**src/rtl/hdlc_tx_pkg.sv**
```systemverilog
`timescale 1ns/1ps
package hdlc_tx_pkg;
    localparam int BYTE_W    = 8;
    localparam int CRC_W     = 32;
    localparam int STUFF_RUN = 5;
    localparam logic [BYTE_W-1:0] FLAG_OCTET = 8'h7E;

    typedef enum logic [1:0] {
        FCS_CCITT = 2'd0,
        FCS_CRC16 = 2'd1,
        FCS_CRC32 = 2'd2
    } fcs_kind_e;

    typedef enum logic [1:0] {
        ST_FLAG,
        ST_DATA,
        ST_FCS
    } tx_state_e;

    typedef struct packed {
        logic bit_val;
        logic stuffable;
    } line_sym_t;

    function automatic fcs_kind_e decode_kind(input logic [1:0] sel);
        if (sel == 2'd3) return FCS_CCITT;
        return fcs_kind_e'(sel);
    endfunction

    function automatic logic [CRC_W-1:0] crc_poly(input fcs_kind_e k);
        case (k)
            FCS_CRC16: return 32'h0000_A001;
            FCS_CRC32: return 32'hEDB8_8320;
            default:   return 32'h0000_8408;
        endcase
    endfunction

    function automatic logic [CRC_W-1:0] crc_preset(input fcs_kind_e k);
        return (k == FCS_CRC32) ? 32'hFFFF_FFFF : 32'h0000_FFFF;
    endfunction

    function automatic int fcs_bits(input fcs_kind_e k);
        return (k == FCS_CRC32) ? 32 : 16;
    endfunction

    // One LSB-first shift of a reflected CRC register.
    function automatic logic [CRC_W-1:0] crc_bit_step(input logic [CRC_W-1:0] crc,
                                                      input logic din,
                                                      input fcs_kind_e k);
        logic [CRC_W-1:0] nx;
        nx = crc >> 1;
        if (crc[0] ^ din) nx = nx ^ crc_poly(k);
        return nx;
    endfunction
endpackage

```
**src/rtl/hdlc_crc.sv**
```systemverilog
`timescale 1ns/1ps
module hdlc_crc
    import hdlc_tx_pkg::*;
(
    input  logic             clk,
    input  logic             rst,
    input  logic             init,
    input  fcs_kind_e        init_kind,
    input  logic             step,
    input  logic             din,
    input  fcs_kind_e        kind,
    output logic [CRC_W-1:0] crc_nx
);
    logic [CRC_W-1:0] crc_q;

    assign crc_nx = crc_bit_step(crc_q, din, kind);

    always_ff @(posedge clk) begin
        if (rst)       crc_q <= '1;
        else if (init) crc_q <= crc_preset(init_kind);
        else if (step) crc_q <= crc_nx;
    end
endmodule

```
**src/rtl/hdlc_zero_ins.sv**
```systemverilog
`timescale 1ns/1ps
module hdlc_zero_ins
    import hdlc_tx_pkg::*;
#(
    parameter int RUN = STUFF_RUN
) (
    input  logic      clk,
    input  logic      rst,
    input  line_sym_t sym,
    output logic      stall,
    output logic      line_bit
);
    localparam int CW = $clog2(RUN + 1);

    logic [CW-1:0] ones_q;

    assign stall = (ones_q == CW'(RUN));

    always_ff @(posedge clk) begin
        if (rst) begin
            ones_q   <= '0;
            line_bit <= 1'b0;
        end else if (stall) begin
            line_bit <= 1'b0;
            ones_q   <= '0;
        end else begin
            line_bit <= sym.bit_val;
            if (sym.stuffable && sym.bit_val) ones_q <= ones_q + 1'b1;
            else                              ones_q <= '0;
        end
    end
endmodule

```
**src/rtl/hdlc_framer.sv**
```systemverilog
`timescale 1ns/1ps
module hdlc_framer
    import hdlc_tx_pkg::*;
(
    input  logic              clk,
    input  logic              rst,
    input  logic              advance,
    input  logic [1:0]        fcs_sel,
    input  logic [BYTE_W-1:0] tx_data,
    input  logic              tx_valid,
    input  logic              tx_last,
    output logic              tx_ready,
    output line_sym_t         sym,
    output logic              crc_init,
    output fcs_kind_e         crc_init_kind,
    output logic              crc_step,
    output logic              crc_din,
    output fcs_kind_e         crc_kind,
    input  logic [CRC_W-1:0]  crc_nx
);
    localparam int IDX_W = $clog2(CRC_W);

    tx_state_e         state_q;
    logic [CRC_W-1:0]  sh_q;
    logic [IDX_W-1:0]  bidx_q;
    logic              last_q;
    fcs_kind_e         kind_q;
    logic              byte_end;
    logic              fcs_end;
    logic              take;

    assign byte_end = (bidx_q == IDX_W'(BYTE_W - 1));
    assign fcs_end  = (bidx_q == IDX_W'(fcs_bits(kind_q) - 1));
    assign tx_ready = advance && byte_end &&
                      ((state_q == ST_FLAG) || ((state_q == ST_DATA) && !last_q));
    assign take     = tx_ready && tx_valid;

    assign sym.bit_val   = sh_q[0];
    assign sym.stuffable = (state_q != ST_FLAG);

    assign crc_init      = take && (state_q == ST_FLAG);
    assign crc_init_kind = decode_kind(fcs_sel);
    assign crc_step      = advance && (state_q == ST_DATA);
    assign crc_din       = sh_q[0];
    assign crc_kind      = kind_q;

    always_ff @(posedge clk) begin
        if (rst) begin
            state_q <= ST_FLAG;
            sh_q    <= {{(CRC_W-BYTE_W){1'b0}}, FLAG_OCTET};
            bidx_q  <= '0;
            last_q  <= 1'b0;
            kind_q  <= FCS_CCITT;
        end else if (advance) begin
            bidx_q <= bidx_q + 1'b1;
            sh_q   <= sh_q >> 1;
            case (state_q)
                ST_FLAG: begin
                    if (byte_end) begin
                        bidx_q <= '0;
                        if (take) begin
                            state_q <= ST_DATA;
                            sh_q    <= {{(CRC_W-BYTE_W){1'b0}}, tx_data};
                            last_q  <= tx_last;
                            kind_q  <= decode_kind(fcs_sel);
                        end else begin
                            sh_q <= {{(CRC_W-BYTE_W){1'b0}}, FLAG_OCTET};
                        end
                    end
                end
                ST_DATA: begin
                    if (byte_end) begin
                        bidx_q <= '0;
                        if (take) begin
                            sh_q   <= {{(CRC_W-BYTE_W){1'b0}}, tx_data};
                            last_q <= tx_last;
                        end else begin
                            state_q <= ST_FCS;
                            sh_q    <= ~crc_nx;
                        end
                    end
                end
                default: begin
                    if (fcs_end) begin
                        bidx_q  <= '0;
                        state_q <= ST_FLAG;
                        sh_q    <= {{(CRC_W-BYTE_W){1'b0}}, FLAG_OCTET};
                    end
                end
            endcase
        end
    end
endmodule

```
**src/rtl/hdlc_tx.sv**
```systemverilog
`timescale 1ns/1ps
module hdlc_tx
    import hdlc_tx_pkg::*;
(
    input  logic              clk,
    input  logic              rst,
    input  logic [1:0]        fcs_sel,
    input  logic [BYTE_W-1:0] tx_data,
    input  logic              tx_valid,
    input  logic              tx_last,
    output logic              tx_ready,
    output logic              line_bit
);
    line_sym_t        sym;
    logic             stall;
    logic             crc_init;
    fcs_kind_e        crc_init_kind;
    logic             crc_step;
    logic             crc_din;
    fcs_kind_e        crc_kind;
    logic [CRC_W-1:0] crc_nx;

    hdlc_framer u_framer (
        .clk           (clk),
        .rst           (rst),
        .advance       (!stall),
        .fcs_sel       (fcs_sel),
        .tx_data       (tx_data),
        .tx_valid      (tx_valid),
        .tx_last       (tx_last),
        .tx_ready      (tx_ready),
        .sym           (sym),
        .crc_init      (crc_init),
        .crc_init_kind (crc_init_kind),
        .crc_step      (crc_step),
        .crc_din       (crc_din),
        .crc_kind      (crc_kind),
        .crc_nx        (crc_nx)
    );

    hdlc_crc u_crc (
        .clk       (clk),
        .rst       (rst),
        .init      (crc_init),
        .init_kind (crc_init_kind),
        .step      (crc_step),
        .din       (crc_din),
        .kind      (crc_kind),
        .crc_nx    (crc_nx)
    );

    hdlc_zero_ins #(.RUN(STUFF_RUN)) u_zins (
        .clk      (clk),
        .rst      (rst),
        .sym      (sym),
        .stall    (stall),
        .line_bit (line_bit)
    );
endmodule

```
**config.mk**
```make
export PLATFORM = sky130hd
export DESIGN_NAME = hdlc_tx
export DESIGN_NICKNAME = d
export VERILOG_FILES = /design/src/rtl/hdlc_tx_pkg.sv /design/src/rtl/hdlc_crc.sv /design/src/rtl/hdlc_zero_ins.sv /design/src/rtl/hdlc_framer.sv /design/src/rtl/hdlc_tx.sv
export SDC_FILE = /design/constraint.sdc
export NUM_CORES = 1
export LEC_CHECK = 0
export ABC_AREA = 1
export BUFFER_PORTS_ARGS = -buffer_cell sky130_fd_sc_hd__buf_2
export CORE_MARGIN = 10
export CORE_UTILIZATION = 55
export DETAILED_ROUTE_END_ITERATION = 8
export PLACE_DENSITY_LB_ADDON = 0.2
export RECOVER_POWER = 25
export SETUP_SLACK_MARGIN = 0.4
export SLEW_MARGIN = 20
export SYNTH_ARGS = -nofsm -noshare
export SYNTH_HDL_FRONTEND = slang
export SYNTH_SLANG_ARGS = --single-unit
```
**constraint.sdc**
```tcl
create_clock -name clk -period 1.6 [get_ports clk]
set_input_delay 0.32 -clock clk [delete_from_list [all_inputs] [get_ports clk]]
set_output_delay 0.32 -clock clk [all_outputs]
set_load 0.01 [all_outputs]
```
## Yosys cells after proc, flatten, opt, wreduce, memory -nomap -nowiden

Cells that the tools add are included.

- Bits in registers: 78
- Output and inout bits: 2
- Logic and storage cells: 79

- Add/sub/neg operators: 3
- Eq/ne operators: 12
- Multiplexer cells: 31
- Bitwise gates (word level): 5
- Reduce and logical (&&, ||, !) cells: 20

Operators by type and width:

| kind | count |
|---|---|
| 2-to-1 mux 32 bit | 8 |
| one-hot mux 32 bit (2 select lines) | 2 |
| inverter 32 bit | 1 |
| XOR 31 x 32 -> 32 bit | 1 |
| 2-to-1 mux 31 bit | 1 |
| 2-to-1 mux 5 bit | 4 |
| 2-to-1 mux 2 bit | 8 |
| 2-to-1 mux 8 bit | 1 |
| AND reduction 4 bit | 2 |
| logical AND 1 bit | 7 |
| == test 2 bit (second input constant) | 3 |
| 2-to-1 mux 1 bit | 6 |
| != test 2 x 1 -> 1 bit (second input constant) | 3 |
| AND reduction 6 bit | 1 |
| adder 5 x 1 -> 5 bit (second input constant) | 1 |
| == test 5 x 3 -> 1 bit (second input constant) | 1 |
| == test 5 bit | 1 |
| subtractor 5 x 2 -> 5 bit (second input constant) | 1 |
| == test 2 x 1 -> 1 bit (second input constant) | 2 |
| one-hot mux 2 bit (2 select lines) | 1 |
| nonzero test 2 bit | 2 |
| OR reduction 2 bit | 2 |
| adder 3 x 1 -> 3 bit (second input constant) | 1 |
| == test 3 bit (second input constant) | 1 |
| other kinds (8) | 10 |

## Logic depth before layout (Yosys ltp)

Gate-level depths: netlist of run 1.

- Word-level depth: 11
- Depth in mapped cells: 13
- Depth with buffers taken out: 12

## Modules after synthesis

A second synthesis of run 1 with hierarchy kept.

- Cells, all modules: 629
- Area, all modules: 4,371.7 um2

By module, submodules not included:

| module | instances | cells each | area each (um2) | sequential area each (um2) |
|---|---|---|---|---|
| hdlc_framer | 1 | 351 | 2,394.8 | 840.8 |
| hdlc_crc | 1 | 255 | 1,796.7 | 640.6 |
| hdlc_zero_ins | 1 | 22 | 176.4 | 80.1 |
| hdlc_tx | 1 | 1 | 3.8 | 0.0 |

## Worst setup path after synthesis of run 1

Ideal clock, no wire load.

- Kind: flip-flop to flip-flop
- Start: register u_zins.ones_q[1]
- End: register u_crc.crc_q[0]
- Setup time: 0.131 ns
- Data arrival time: 1.466 ns
- Setup slack: 0.004 ns
- Stages on the path, launching flop included: 12
- Path buffers: 1
- Period minus slack after synthesis: 1.596 ns
- Cell sequence: dfxtp_1 > inv_1 > ha_1 > nand2_2 > nand2_2 > nor2_4 > nand4_4 > nand2_2 > inv_2 > buf_2 > nand2_1 > o211ai_1

- Word-level cells in the longest chain between the ends: 7

RTL lines:

| element | line | text |
|---|---|---|
| start, declared | hdlc_zero_ins.sv:15 | `logic [CW-1:0] ones_q;` |
| start signal, assigned | hdlc_zero_ins.sv:28 | `if (sym.stuffable && sym.bit_val) ones_q <= ones_q + 1'b1;` |
| == test 3 bit * | hdlc_zero_ins.sv:17 | `assign stall = (ones_q == CW'(RUN));` |
| logical NOT 1 bit * | hdlc_tx.sv:26 | `.advance (!stall),` |
| logical AND 1 bit (2 in series) | hdlc_framer.sv:34 | `assign tx_ready = advance && byte_end &&` |
| logical AND 1 bit | hdlc_framer.sv:36 | `assign take = tx_ready && tx_valid;` |
| logical AND 1 bit | hdlc_framer.sv:41 | `assign crc_init = take && (state_q == ST_FLAG);` |
| 2-to-1 mux 32 bit / nonzero test 2 bit (equally long branches) | - |  |
| end signal, assigned | hdlc_crc.sv:20 | `else if (init) crc_q <= crc_preset(init_kind);` |
| end signal, assigned | hdlc_crc.sv:21 | `else if (step) crc_q <= crc_nx;` |
| end, declared | hdlc_crc.sv:14 | `logic [CRC_W-1:0] crc_q;` |

Mark *: on every way between the ends. The rest lies on a longest branch, timed or not.
A chain may end at the register's enable or synchronous reset.

## Final worst setup path of run 1

- Start: register u_zins.ones_q[1]
- End: register u_framer.sh_q[9]

- Word-level cells in the longest chain between the ends: 8

RTL lines:

| element | line | text |
|---|---|---|
| == test 3 bit * | hdlc_zero_ins.sv:17 |  |
| logical NOT 1 bit | hdlc_tx.sv:26 |  |
| logical AND 1 bit (2 in series) | hdlc_framer.sv:34 |  |
| logical AND 1 bit | hdlc_framer.sv:36 |  |
| 2-to-1 mux 32 bit | hdlc_framer.sv:74 | `if (take) begin` |
| 2-to-1 mux 32 bit | hdlc_framer.sv:72 | `if (byte_end) begin` |
| one-hot mux 32 bit (2 select lines) | hdlc_framer.sv:57 | `case (state_q)` |
| end signal, assigned | hdlc_framer.sv:56 | `sh_q <= sh_q >> 1;` |
| end signal, assigned | hdlc_framer.sv:75 | `sh_q <= {{(CRC_W-BYTE_W){1'b0}}, tx_data};` |
| end signal, assigned | hdlc_framer.sv:79 | `sh_q <= ~crc_nx;` |
| end, declared | hdlc_framer.sv:24 | `logic [CRC_W-1:0] sh_q;` |

Marks and branches as above.

==> run metrics, run 1 <==
type of destination of the critical path=flip-flop; drt initial violations=588; cell type contributing the most total cell area after synthesis=dfxtp_1; vias in the first global route=3539; internal cell power=3140 µW; number of max-capacitance violations reported=0; register share of total power=0.484; clock transition time at the flip-flop clock pins of the worst setup and hold paths=approximately 0.080 ns; combined area of all synthesized cells=roughly 3900 µm²; total die area=10900 µm²; register bit total from synthesis=78; share of power burned in the clock network=0.451; final-layout setup total negative slack=-7.50 ns; unrepaired setup endpoints after global routing=true; arrival time at the worst endpoint=around 2.1 ns; violations in the final reports=setup timing; Worst Slack Setup Final=-0.259 ns; Min Hold Slack=about 0.24 ns; Period Utilization, post-route=1.16; Remaining DRCs=0; Synthesis Warnings=0; diodes inserted=0; number of distinct library cells after synthesis=29; Worst Clk Skew=0.0119 ns; per-instance average area after synthesis=6.67 µm²; final number of hold-violating endpoints=0; portion of synthesized cell area occupied by the leading cell type=0.400; number of fill cells=between 300 and 400; total instance count after detailed placement=slightly above 700; most instantiated cells after synthesis=nand2_1, dfxtp_1, nor2_1; maximum clock frequency=538 MHz; worst relative slew slack=0.314; number of hold buffers added after cts=0; areal power density over the cells=roughly 710 nW/µm²; worst-margin pin slew=1.03 ns; sequential fraction of the synthesis area=0.400; clock net sink count=roughly 80; combinational group share of total power=0.065; post-detail-place hpwl=around 6500 µm; class of the most critical setup path=flip-flop to flip-flop; number of buffers added by the clock tree synthesis step=9; source of the worst hold timing path=fcs_sel[0]; number of antenna violations at the first check in global routing=0; fraction of registers with async set/reset=0; FP Rows=30; clock period minus final worst setup slack=1.86 ns; leakage power=between 0.002 and 0.003 µW; number of flops mapped to enable cells by yosys=0; routed wirelength normalized by instance count=19.3 µm; global-route wire length before repair=17200 µm; H-tree lvl count=3; non-filler cells in the finished layout=765; Antenna Nets Post-Route=0; total grt overflow=0; launch point of the worst reg-to-reg path=u_zins.ones_q[1]$_SDFF_PP0_; library cell used as clock root buffer=clkbuf_8; Reg2Reg Depth=12; Area contributors post-synth=dfxtp_1, nand2_1, o21ai_0; final number of max-transition violations=0; area growth from synthesis to final layout=47.4%; Req. time, crit path=1.83 ns; RR Endpoint=u_framer.sh_q[9]$_SDFFE_PP0N_; final design utilization=0.842; nature of the critical path startpoint=flip-flop; number of search-and-repair iterations in the first detailed-routing pass=7; most frequent cell after synthesis=nand2_1; CTS tree=built; largest buffer count on any clock path=2; buffers added on ports=15; wirelength, routed=~15000 µm; Ports=16; reg-to-reg slack, setup=-0.26 ns; min-delay worst type=input pin to flip-flop; pin count of the biggest net entering global routing=50; share of final-layout standard cells stronger than drive strength 1=0.347; last weighted congestion value of the routability-driven placer=0.855; clock insertion delay at the later pin of the skew report=0.36 ns; initial core utilization=0.571; die height=104 µm; Core Footprint=6830 µm²; largest vdd supply drop=0.566 mV; result of the run=finished with violations; fraction of power spent switching nets=0.233; Crit Path Max Fanout=6; hold depth=3; Most used DFF post-synth=dfxtp_1; global routing usage summed across all routing layers=0.187; setup violation total in the final timing report=68; overall die width=104 µm; # nets final=between 600 and 700; number of vias per cell=5.92; routed via count=4527; synthesized instance count=slightly below 600; Endpoint, Worst Hold=u_framer.crc_kind[0]$_SDFFE_PP0P_; syn_nets=~600; Switch Pwr=953 µW
registers in the layout, summed over array words and instances (netlist names):
register	count
u_framer.bidx_q	5
u_framer.last_q	1
u_zins.ones_q	3
u_framer.crc_kind	2
u_crc.crc_q	32
u_framer.sh_q	32
u_zins.line_bit	1
u_framer.state_q	2
layout by cell type (no fill, tap or decap), types with 5 or more instances in the layout:
| cell | n |
|---|---|
| nor2_1 | 52 |
| buf_4 | 35 |
| inv_1 | 56 |
| o211ai_1 | 6 |
| nand2_4 | 8 |
| nand2_1 | 148 |
| dfxtp_1 | 74 |
| buf_2 | 13 |
| nand3_1 | 20 |
| xor2_1 | 7 |
| xnor2_1 | 12 |
| nor2_4 | 5 |
| buf_8 | 6 |
| a21oi_1 | 8 |
| o21ai_2 | 13 |
| nand2_2 | 31 |
| o21ai_1 | 6 |
| clkbuf_8 | 10 |
| nand2_8 | 5 |
| nor2_2 | 9 |
| inv_2 | 7 |
| o21ai_0 | 36 |
| buf_6 | 20 |
| buf_12 | 11 |
| a21oi_2 | 18 |
area by class of cell:
type                            count  area [µm²]  share of cell area
Clock inverter                      4        95.1              0.0165
Inverter                           67         307              0.0533
Multi-Input combinational cell    415        2480               0.432
Tap cell                           96         120              0.0209
Clock buffer                       11         141              0.0246
Timing Repair Buffer               91        1000               0.174
Timing Repair inverter              3        33.8             0.00587
Sequential cell                    78        1570               0.272
cells by family (layout without fill, tap and decap cells):
family,Yosys count,after routing,synth area share
simple gates,295,297,0.317
compound gates,94,94,0.125
buf+inv,94,176,0.0991
flops,78,78,0.400
xor+xnor,19,19,0.0427
fa+ha+maj,5,5,0.0160
what timing repair did:
| action | in CTS | in global routing |
|---|---|---|
| cloned | 3 | 7 |
| endpoints found under the setup margin | 79 | 79 |
| gates resized for setup | 48 | 134 |
| hold endpoints to repair | 0 | 0 |
| setup buffers | 13 | 19 |
| pin swaps | 15 | 63 |
worst max-delay path, cell delays in order, from the launching register on:
cell     delay, ns
dfxtp_2       0.36
inv_2         0.05
ha_4          0.15
nand2_4       0.07
nand2_4       0.06
nor2_4        0.14
buf_6         0.13
nand3_4       0.10
nand3_4       0.20
buf_4         0.15
nor2_1        0.06
nor2_1        0.17
nor2_1        0.09
power by group through the flow:
stage / registers (µW) / clock network, µW / logic [µW]
after floorplan: 2020 / 0 / 119
after global placement: 2020 / 0 / 180
after detailed placement: 2020 / 0 / 182
after CTS: 1980 / 1800 / 207
after global routing: 1980 / 1900 / 282
final: 1980 / 1840 / 264
how the worst max path moves through the flow:
stage | from | to | slack, ns | depth (start not counted)
after detailed placement | u_zins.ones_q[1]$_SDFF_PP0_ | u_framer.sh_q[18]$_SDFFE_PP0N_ | -0.07 | 11
after global placement | u_zins.ones_q[1]$_SDFF_PP0_ | u_framer.sh_q[18]$_SDFFE_PP0N_ | -0.07 | 11
after global routing | u_zins.ones_q[1]$_SDFF_PP0_ | u_framer.sh_q[9]$_SDFFE_PP0N_ | -0.32 | 12
final | u_zins.ones_q[1]$_SDFF_PP0_ | u_framer.sh_q[9]$_SDFFE_PP0N_ | -0.26 | 12
after CTS | u_framer.bidx_q[1]$_SDFFE_PP0N_ | tx_ready | -0.16 | 7
after floorplan | u_zins.ones_q[1]$_SDFF_PP0_ | u_crc.crc_q[0]$_SDFFE_PP1P_ | 0.06 | 11
through the flow:
| step | area, µm² | power, µW | setup slack (ns) |
|---|---|---|---|
| after floorplan | 4030 | 2140 | 0.0553 |
| after global placement | 4400 | 2200 | -0.0709 |
| after detailed placement | 4400 | 2210 | -0.0731 |
| after CTS | 5010 | 3990 | -0.163 |
| after global routing | 5750 | 4160 | -0.323 |
| final | 5750 | 4090 | -0.259 |
per-layer routing:
metal / global-route usage / vias to the layer above / wire length, µm
li1: - / 1995 / -
met1: 0.251 / 2071 / 5590
met2: 0.301 / 364 / 6770
met3: 0.0279 / 97 / 1610
met4: 0.0567 / 0 / 784
met5: 0 / - / 0
No activity file was read; power rests on OpenSTA's default activity.
==> run 2, diff against run 1 <==
==> constraint.sdc (replaced) <==
create_clock -name clk -period 1.6 [get_ports clk]
set_input_delay 0.32 -clock clk [delete_from_list [all_inputs] [get_ports clk]]
set_output_delay 0.32 -clock clk [all_outputs]
set_load 0.1 [all_outputs]
==> run metrics, run 2 (synthesized netlist as in run 1, its figures left out) <==
Core Footprint=6830 µm² (unchanged); top flop regs=u_crc.crc_q (32), u_framer.sh_q (32), u_framer.bidx_q (5); leakage power=0.00294 µW (+2.6%); number of antenna violations at the first check in global routing=0 (unchanged); Remaining DRCs=4 (+4); launch point of the worst reg-to-reg path=u_framer.sh_q[0]$_SDFFE_PP0N_; last weighted congestion value of the routability-driven placer=0.949 (+11%); peak per-stage delay on the critical path=0.35 ns (about the same); non-filler cells in the finished layout=768 (+0.39%); total die area=10900 µm² (unchanged); global routing usage summed across all routing layers=0.233 (+0.0463); global routing's busiest layer=met2; Reg2Reg Depth=10 (-2); unrepaired setup endpoints after global routing=true; CP endpoint=u_crc.crc_q[20]$_SDFFE_PP1P_; areal power density over the cells=683 nW/µm² (-3.9%); number of max-capacitance violations reported=0 (unchanged); Antenna Nets Post-Route=0 (unchanged); slowest CP cell=dfxtp_1; final-layout setup total negative slack=-17.57 ns (-10.07 ns); final number of hold-violating endpoints=0 (unchanged); GR Layer Usage met1=0.279 (+0.0281); wirelength, routed=18000 µm (+22%); overall die width=104 µm (unchanged); H-tree lvl count=3 (unchanged); Crit. Startpoint=u_framer.sh_q[0]$_SDFFE_PP0N_; worst-margin pin slew=0.804 ns (-0.221 ns); number of logic stages on the critical path including buffering=10 (-2); FP Rows=30 (unchanged); most common cell after layout, fill and taps aside=nand2_1; clock net sink count=78 (unchanged); clock transition time at the flip-flop clock pins of the worst setup and hold paths=0.09 ns (about the same); setup violation total in the final timing report=78 (+15%); reg-to-reg slack, setup=-0.38 ns (-0.12 ns); library cell used as clock root buffer=clkbuf_8; routed via count=4956 (+9.5%); RR Endpoint=u_crc.crc_q[20]$_SDFFE_PP1P_; Worst Clk Skew=0.0132 ns (+0.00128 ns); drt initial violations=719 (+22%); total instance count after detailed placement=701 (-0.99%); result of the run=finished with violations; total grt overflow=0 (unchanged); global-route wire length before repair=21100 µm (+23%); Min Hold Slack=0.210 ns (-0.0311 ns); initial core utilization=0.571 (unchanged); worst relative slew slack=0.462 (+0.148); vias in the first global route=4292 (+21%); clock insertion delay at the later pin of the skew report=0.38 ns (+0.02 ns); Crit Path Max Fanout=12 (+6); CTS tree=built; most used cells in the layout excluding fill and tap cells=nand2_1, dfxtp_1, inv_1, nor2_1, nand2_2; Period Utilization, post-route=1.24 (+0.0778); most repeated library cell on the critical path=nand2_1; routed wirelength normalized by instance count=23.5 µm (+22%); share of final-layout standard cells stronger than drive strength 1=0.439 (+0.0922); largest vdd supply drop=0.772 mV (+36%); cell-by-cell listing of the critical path=inv_1 > nand2_1 > nand2_1 > nand2_1 > buf_12 > xnor2_1 > nand2_1 > nand2_1 > nand2_4 > nand3_2; class of the most critical setup path=flip-flop to flip-flop; type of destination of the critical path=flip-flop; min-delay worst type=input pin to flip-flop; clock period minus final worst setup slack=1.98 ns (+0.124 ns); buffers added on ports=15 (unchanged); final number of max-transition violations=0 (unchanged); Placement Setup Slack=-0.0248 ns (+0.0483 ns); Worst Slack Setup Final=-0.384 ns (-0.124 ns); met3 layer usage reported by global route=0.0675 (+0.0397); Req. time, crit path=1.93 ns (+0.10 ns); number of fill cells=264 (-27%); Ports=16 (unchanged); area growth from synthesis to final layout=56.6%; violations in the final reports=DRC, setup timing; met2 track utilization from global routing=0.368 (+0.0671); nature of the critical path startpoint=flip-flop; post-detail-place hpwl=6470 µm (+0.15%); number of buffers and inverters on the critical path=2 (-1); largest buffer count on any clock path=2 (unchanged); maximum clock frequency=504 MHz (-6.3%); pin count of the biggest net entering global routing=41 (-18%); number of search-and-repair iterations in the first detailed-routing pass=9 (+2); diodes inserted=0 (unchanged); number of buffers added by the clock tree synthesis step=9 (unchanged); die height=104 µm (unchanged); delay-heaviest family, CP=simple AND/OR/NAND/NOR gates; arrival time at the worst endpoint=2.31 ns (+0.22 ns); # nets final=686 (+0.29%); number of vias per cell=6.45 (+9.0%)
[run 2: power by group]
| group | internal, µW | total, µW | switching [µW] |
|---|---|---|---|
| logic | 109 | 310 | 201 |
| clock network | 1080 | 1880 | 801 |
| registers | 1960 | 1980 | 18.9 |
[run 2: cell type report]
cell class	instances	area (µm²)	share of cell area
clock inverter	5	106	0.0174
tap	96	120	0.0197
sequential	78	1570	0.257
multi-input combinational	414	2780	0.456
clock buffer	11	141	0.0231
timing repair buffer	92	1010	0.165
timing repair inverter	5	77.6	0.0127
inverter	67	307	0.0502
[run 2: worst min path at each step]
stage | startpoint | endpoint | cells after the start
6_report | tx_last | u_framer.last_q$_SDFFE_PP0P_ | 3
5_1_grt | tx_last | u_framer.last_q$_SDFFE_PP0P_ | 3
4_1_cts | tx_last | u_framer.last_q$_SDFFE_PP0P_ | 3
3_5_place_dp | u_crc.crc_q[26]$_SDFFE_PP1P_ | u_crc.crc_q[26]$_SDFFE_PP1P_ | 2
3_3_place_gp | u_crc.crc_q[26]$_SDFFE_PP1P_ | u_crc.crc_q[26]$_SDFFE_PP1P_ | 2
2_1_floorplan | rst | u_zins.line_bit$_SDFF_PP0_ | 1
[run 2: timing repair]
| action | CTS | global route |
|---|---|---|
| pin swaps | 43 | 69 |
| gates cloned | 9 | 3 |
| hold buffers | 0 | 0 |
| gates resized for setup | 137 | 131 |
| setup endpoints to repair | 80 | 80 |
| endpoints found under the hold margin | 0 | 0 |
| setup buffers | 24 | 15 |
[run 2: worst register-to-register path, stage by stage (launching register included)]
cell     delay [ns]
dfxtp_1        0.35
inv_1          0.24
nand2_1        0.14
nand2_1        0.11
nand2_1        0.09
buf_12         0.17
xnor2_1        0.33
nand2_1        0.21
nand2_1        0.19
nand2_4        0.06
nand3_2        0.05
[run 2: per-layer routing]
| metal | routed length, µm | up-vias |
|---|---|---|
| met5 | 0 | - |
| met4 | 1760 | 0 |
| met3 | 2380 | 187 |
| met2 | 7700 | 520 |
| met1 | 6200 | 2247 |
| li1 | - | 2002 |
[run 2: per-stage QoR]
stage                      util  cell area, µm²  power, µW
final                     0.895            6110       4180
after detailed placement  0.641            4380       2230
after global routing      0.895            6110       4250
after global placement    0.641            4380       2220
after CTS                 0.804            5490       4070
after floorplan               -            4060       2160
==> run 3, diff against run 2 <==
Settings changed: ABC_AREA 1 to not set.
==> run metrics, run 3 <==
syn_nets=418 (-31%); sequential cell area=1570 µm² (+0.24%); combined area of all synthesized cells=3580 µm² (-8.1%); drt initial violations=348 (-52%); type of destination of the critical path=flip-flop; worst relative slew slack=0.668 (+0.206); number of antenna violations at the first check in global routing=0 (unchanged); number of flops mapped to enable cells by yosys=0 (unchanged); number of search-and-repair iterations in the first detailed-routing pass=6 (-3); library cell used as clock root buffer=clkbuf_8; buffers added on ports=15 (unchanged); largest buffer count on any clock path=2 (unchanged); non-filler cells in the finished layout=572 (-26%); share of final-layout standard cells stronger than drive strength 1=0.511 (+0.0721); portion of synthesized cell area occupied by the leading cell type=0.436 (+0.0355); leakage power=0.00218 µW (-26%); register bit total from synthesis=78 (unchanged); setup violation total in the final timing report=76 (-2.6%); sequential fraction of the synthesis area=0.436 (+0.0355); total grt overflow=0 (unchanged); number of hold buffers added after cts=0 (unchanged); synthesized instance count=399 (-32%); source of the worst hold timing path=tx_last; nature of the critical path startpoint=flip-flop; worst-margin pin slew=0.502 ns (-0.303 ns); CTS tree=built; areal power density over the cells=749 nW/µm² (+9.6%); Remaining DRCs=0 (-4); die height=101 µm (-3.4%); number of vias per cell=6.79 (+5.3%); Antenna Nets Post-Route=0 (unchanged); pin count of the biggest net entering global routing=30 (-27%); number of fill cells=253 (-4.2%); vias in the first global route=3601 (-16%); hold depth=3 (unchanged); H-tree lvl count=3 (unchanged); Area contributors post-synth=dfxtp_1, nor2_1, nand2_1; total area of multi-input combinational cells=2570 µm² (-7.7%); initial core utilization=0.564 (-0.00673); RR Endpoint=u_framer.sh_q[4]$_SDFFE_PP1N_; Ports=16 (unchanged); Crit Path Max Fanout=8 (-4); Synthesis Warnings=0 (unchanged); overall die width=101 µm (-3.4%); global routing usage summed across all routing layers=0.230 (-0.00367); Period Utilization, post-route=1.24 (-0.00179); per-instance average area after synthesis=8.98 µm² (+35%); violations in the final reports=setup timing; most frequent cell after synthesis=dfxtp_1; peak per-stage delay on the critical path=0.36 ns (about the same); maximum clock frequency=505 MHz (+0.14%); clock net sink count=78 (unchanged); most instantiated cells after synthesis=dfxtp_1, nor2_1, nand2_1; reg-to-reg slack, setup=-0.38 ns (about the same); total die area=10100 µm² (-6.6%); fraction of registers with async set/reset=0 (unchanged); Reg2Reg Depth=10 (unchanged); cell-by-cell listing of the critical path=ha_4 > buf_6 > nand4bb_1 > buf_6 > buf_6 > o22ai_4 > buf_4 > o21ai_2 > a21oi_2 > a211o_1; unrepaired setup endpoints after global routing=true; clock transition time at the flip-flop clock pins of the worst setup and hold paths=0.09 ns (about the same); most used cells in the layout excluding fill and tap cells=dfxtp_1, buf_4, nand2_1, nor2_1, buf_6; most repeated library cell on the critical path=buf_6; launch point of the worst reg-to-reg path=u_framer.bidx_q[1]$_SDFFE_PP0N_; global-route wire length before repair=18700 µm (-12%); number of max-capacitance violations reported=0 (unchanged); cell type contributing the most total cell area after synthesis=dfxtp_1; Endpoint, Worst Hold=u_framer.last_q$_SDFFE_PP0P_; top flop regs=u_crc.crc_q (32), u_framer.sh_q (32), u_framer.bidx_q (5); post-detail-place hpwl=6290 µm (-2.9%); Core Footprint=6350 µm² (-7.1%); final-layout setup total negative slack=-17.73 ns (-0.162 ns); diodes inserted=0 (unchanged); number of buffers added by the clock tree synthesis step=9 (unchanged); clock period minus final worst setup slack=1.98 ns (-0.00286 ns); arrival time at the worst endpoint=2.29 ns (-0.02 ns); Worst Slack Setup Final=-0.381 ns (+0.00286 ns); # nets final=509 (-26%); routed wirelength normalized by instance count=25.4 µm (+8.4%); Worst Clk Skew=0.0117 ns (-0.00146 ns); min-delay worst type=input pin to flip-flop; final number of hold-violating endpoints=0 (unchanged); clock insertion delay at the later pin of the skew report=0.37 ns (about the same); result of the run=finished with violations; FP Rows=29 (-3.3%); Most used DFF post-synth=dfxtp_1; total instance count after detailed placement=517 (-26%); area growth from synthesis to final layout=55.9%; number of distinct library cells after synthesis=55 (+90%); final number of max-transition violations=0 (unchanged); class of the most critical setup path=flip-flop to flip-flop; routed via count=3885 (-22%); slowest CP cell=dfxtp_2; largest vdd supply drop=1.02 mV (+32%); Req. time, crit path=1.91 ns (-0.02 ns); last weighted congestion value of the routability-driven placer=0.882 (-7.1%); most common cell after layout, fill and taps aside=dfxtp_1; wirelength, routed=14600 µm (-19%); post-route total power=4190 µW (+0.24%)
-- run 3: changes by cell type in the layout (fill, tap and decap cells not counted), moves of 13 or more --
cell	previous run	this run
nand2_2	39	2
inv_1	55	4
buf_4	32	49
o21ai_0	30	0
nor3_1	2	19
nand2_4	25	4
nand2_1	123	39
nor2_1	46	33
-- run 3: cell type report --
class | instances | share of cell area
Multi-Input combinational cell | 289 | 0.460
Inverter | 6 | 0.00403
Clock inverter | 6 | 0.0210
Sequential cell | 78 | 0.281
Timing Repair Buffer | 106 | 0.194
Tap cell | 77 | 0.0172
Clock buffer | 10 | 0.0228
-- run 3: worst max path at each step --
stage	startpoint	endpoint	slack (ns)	cells past startpoint
2_1_floorplan	u_zins.ones_q[1]$_SDFF_PP0_	tx_ready	-0.25	7
3_3_place_gp	u_zins.ones_q[0]$_SDFF_PP0_	u_framer.sh_q[29]$_SDFFE_PP0N_	-0.15	6
3_5_place_dp	u_framer.bidx_q[0]$_SDFFE_PP0N_	u_framer.sh_q[29]$_SDFFE_PP0N_	-0.28	6
4_1_cts	u_framer.bidx_q[1]$_SDFFE_PP0N_	tx_ready	-0.26	5
5_1_grt	u_framer.bidx_q[1]$_SDFFE_PP0N_	u_framer.sh_q[4]$_SDFFE_PP1N_	-0.43	10
6_report	u_framer.bidx_q[1]$_SDFFE_PP0N_	u_framer.sh_q[4]$_SDFFE_PP1N_	-0.38	10
-- run 3: layer usage --
layer,global-route usage,share of wire,vias up
met4,0.121,0.064,0
met2,0.380,0.49,291
met1,0.267,0.37,1848
met5,0,0,-
met3,0.0569,0.085,103
li1,-,-,1643
-- run 3: power breakdown --
group          switching [µW]  total [µW]  internal [µW]
clock                     824        1880           1050
combinational             175         320            146
sequential               25.8        1990           1960
-- run 3: cell families (layout without fill, tap and decap cells) --
kind of cell             after synthesis  count (layout)  share of synthesized area
multiplexers                           6               6                     0.0168
flip-flops                            78              78                      0.436
AND/OR/NAND/NOR                      155             155                      0.214
AO/OA/AOI/OAI                        101             102                      0.213
buffers and inverters                 33             128                     0.0496
XOR/XNOR                              21              21                     0.0534
adder cells (fa/ha/maj)                5               5                     0.0175
-- run 3: per-stage QoR --
stage                     setup WS (ns)  cell area, µm²  utilization  hold slack (ns)
after floorplan                  -0.247            3810            -            0.430
after global placement           -0.152            4230        0.665            0.446
after detailed placement         -0.284            4230        0.665            0.451
after CTS                        -0.256            5120        0.806            0.223
after global routing             -0.429            5590        0.880            0.207
final                            -0.381            5590        0.880            0.208
-- run 3: worst max-delay path: cells and delay by family, from the launching register on --
| family | cells | cell delay, ns |
|---|---|---|
| AO/OA/AOI/OAI | 4 | 0.69 |
| buffers and inverters | 4 | 0.58 |
| flip-flops | 1 | 0.36 |
| adder cells (fa/ha/maj) | 1 | 0.16 |
| AND/OR/NAND/NOR | 1 | 0.12 |
-- run 3: timing repair --
action	in CTS	in global routing
setup buffers	18	14
resized for setup	94	74
gates cloned	5	2
pin swaps	62	64
endpoints found under the setup margin	80	80
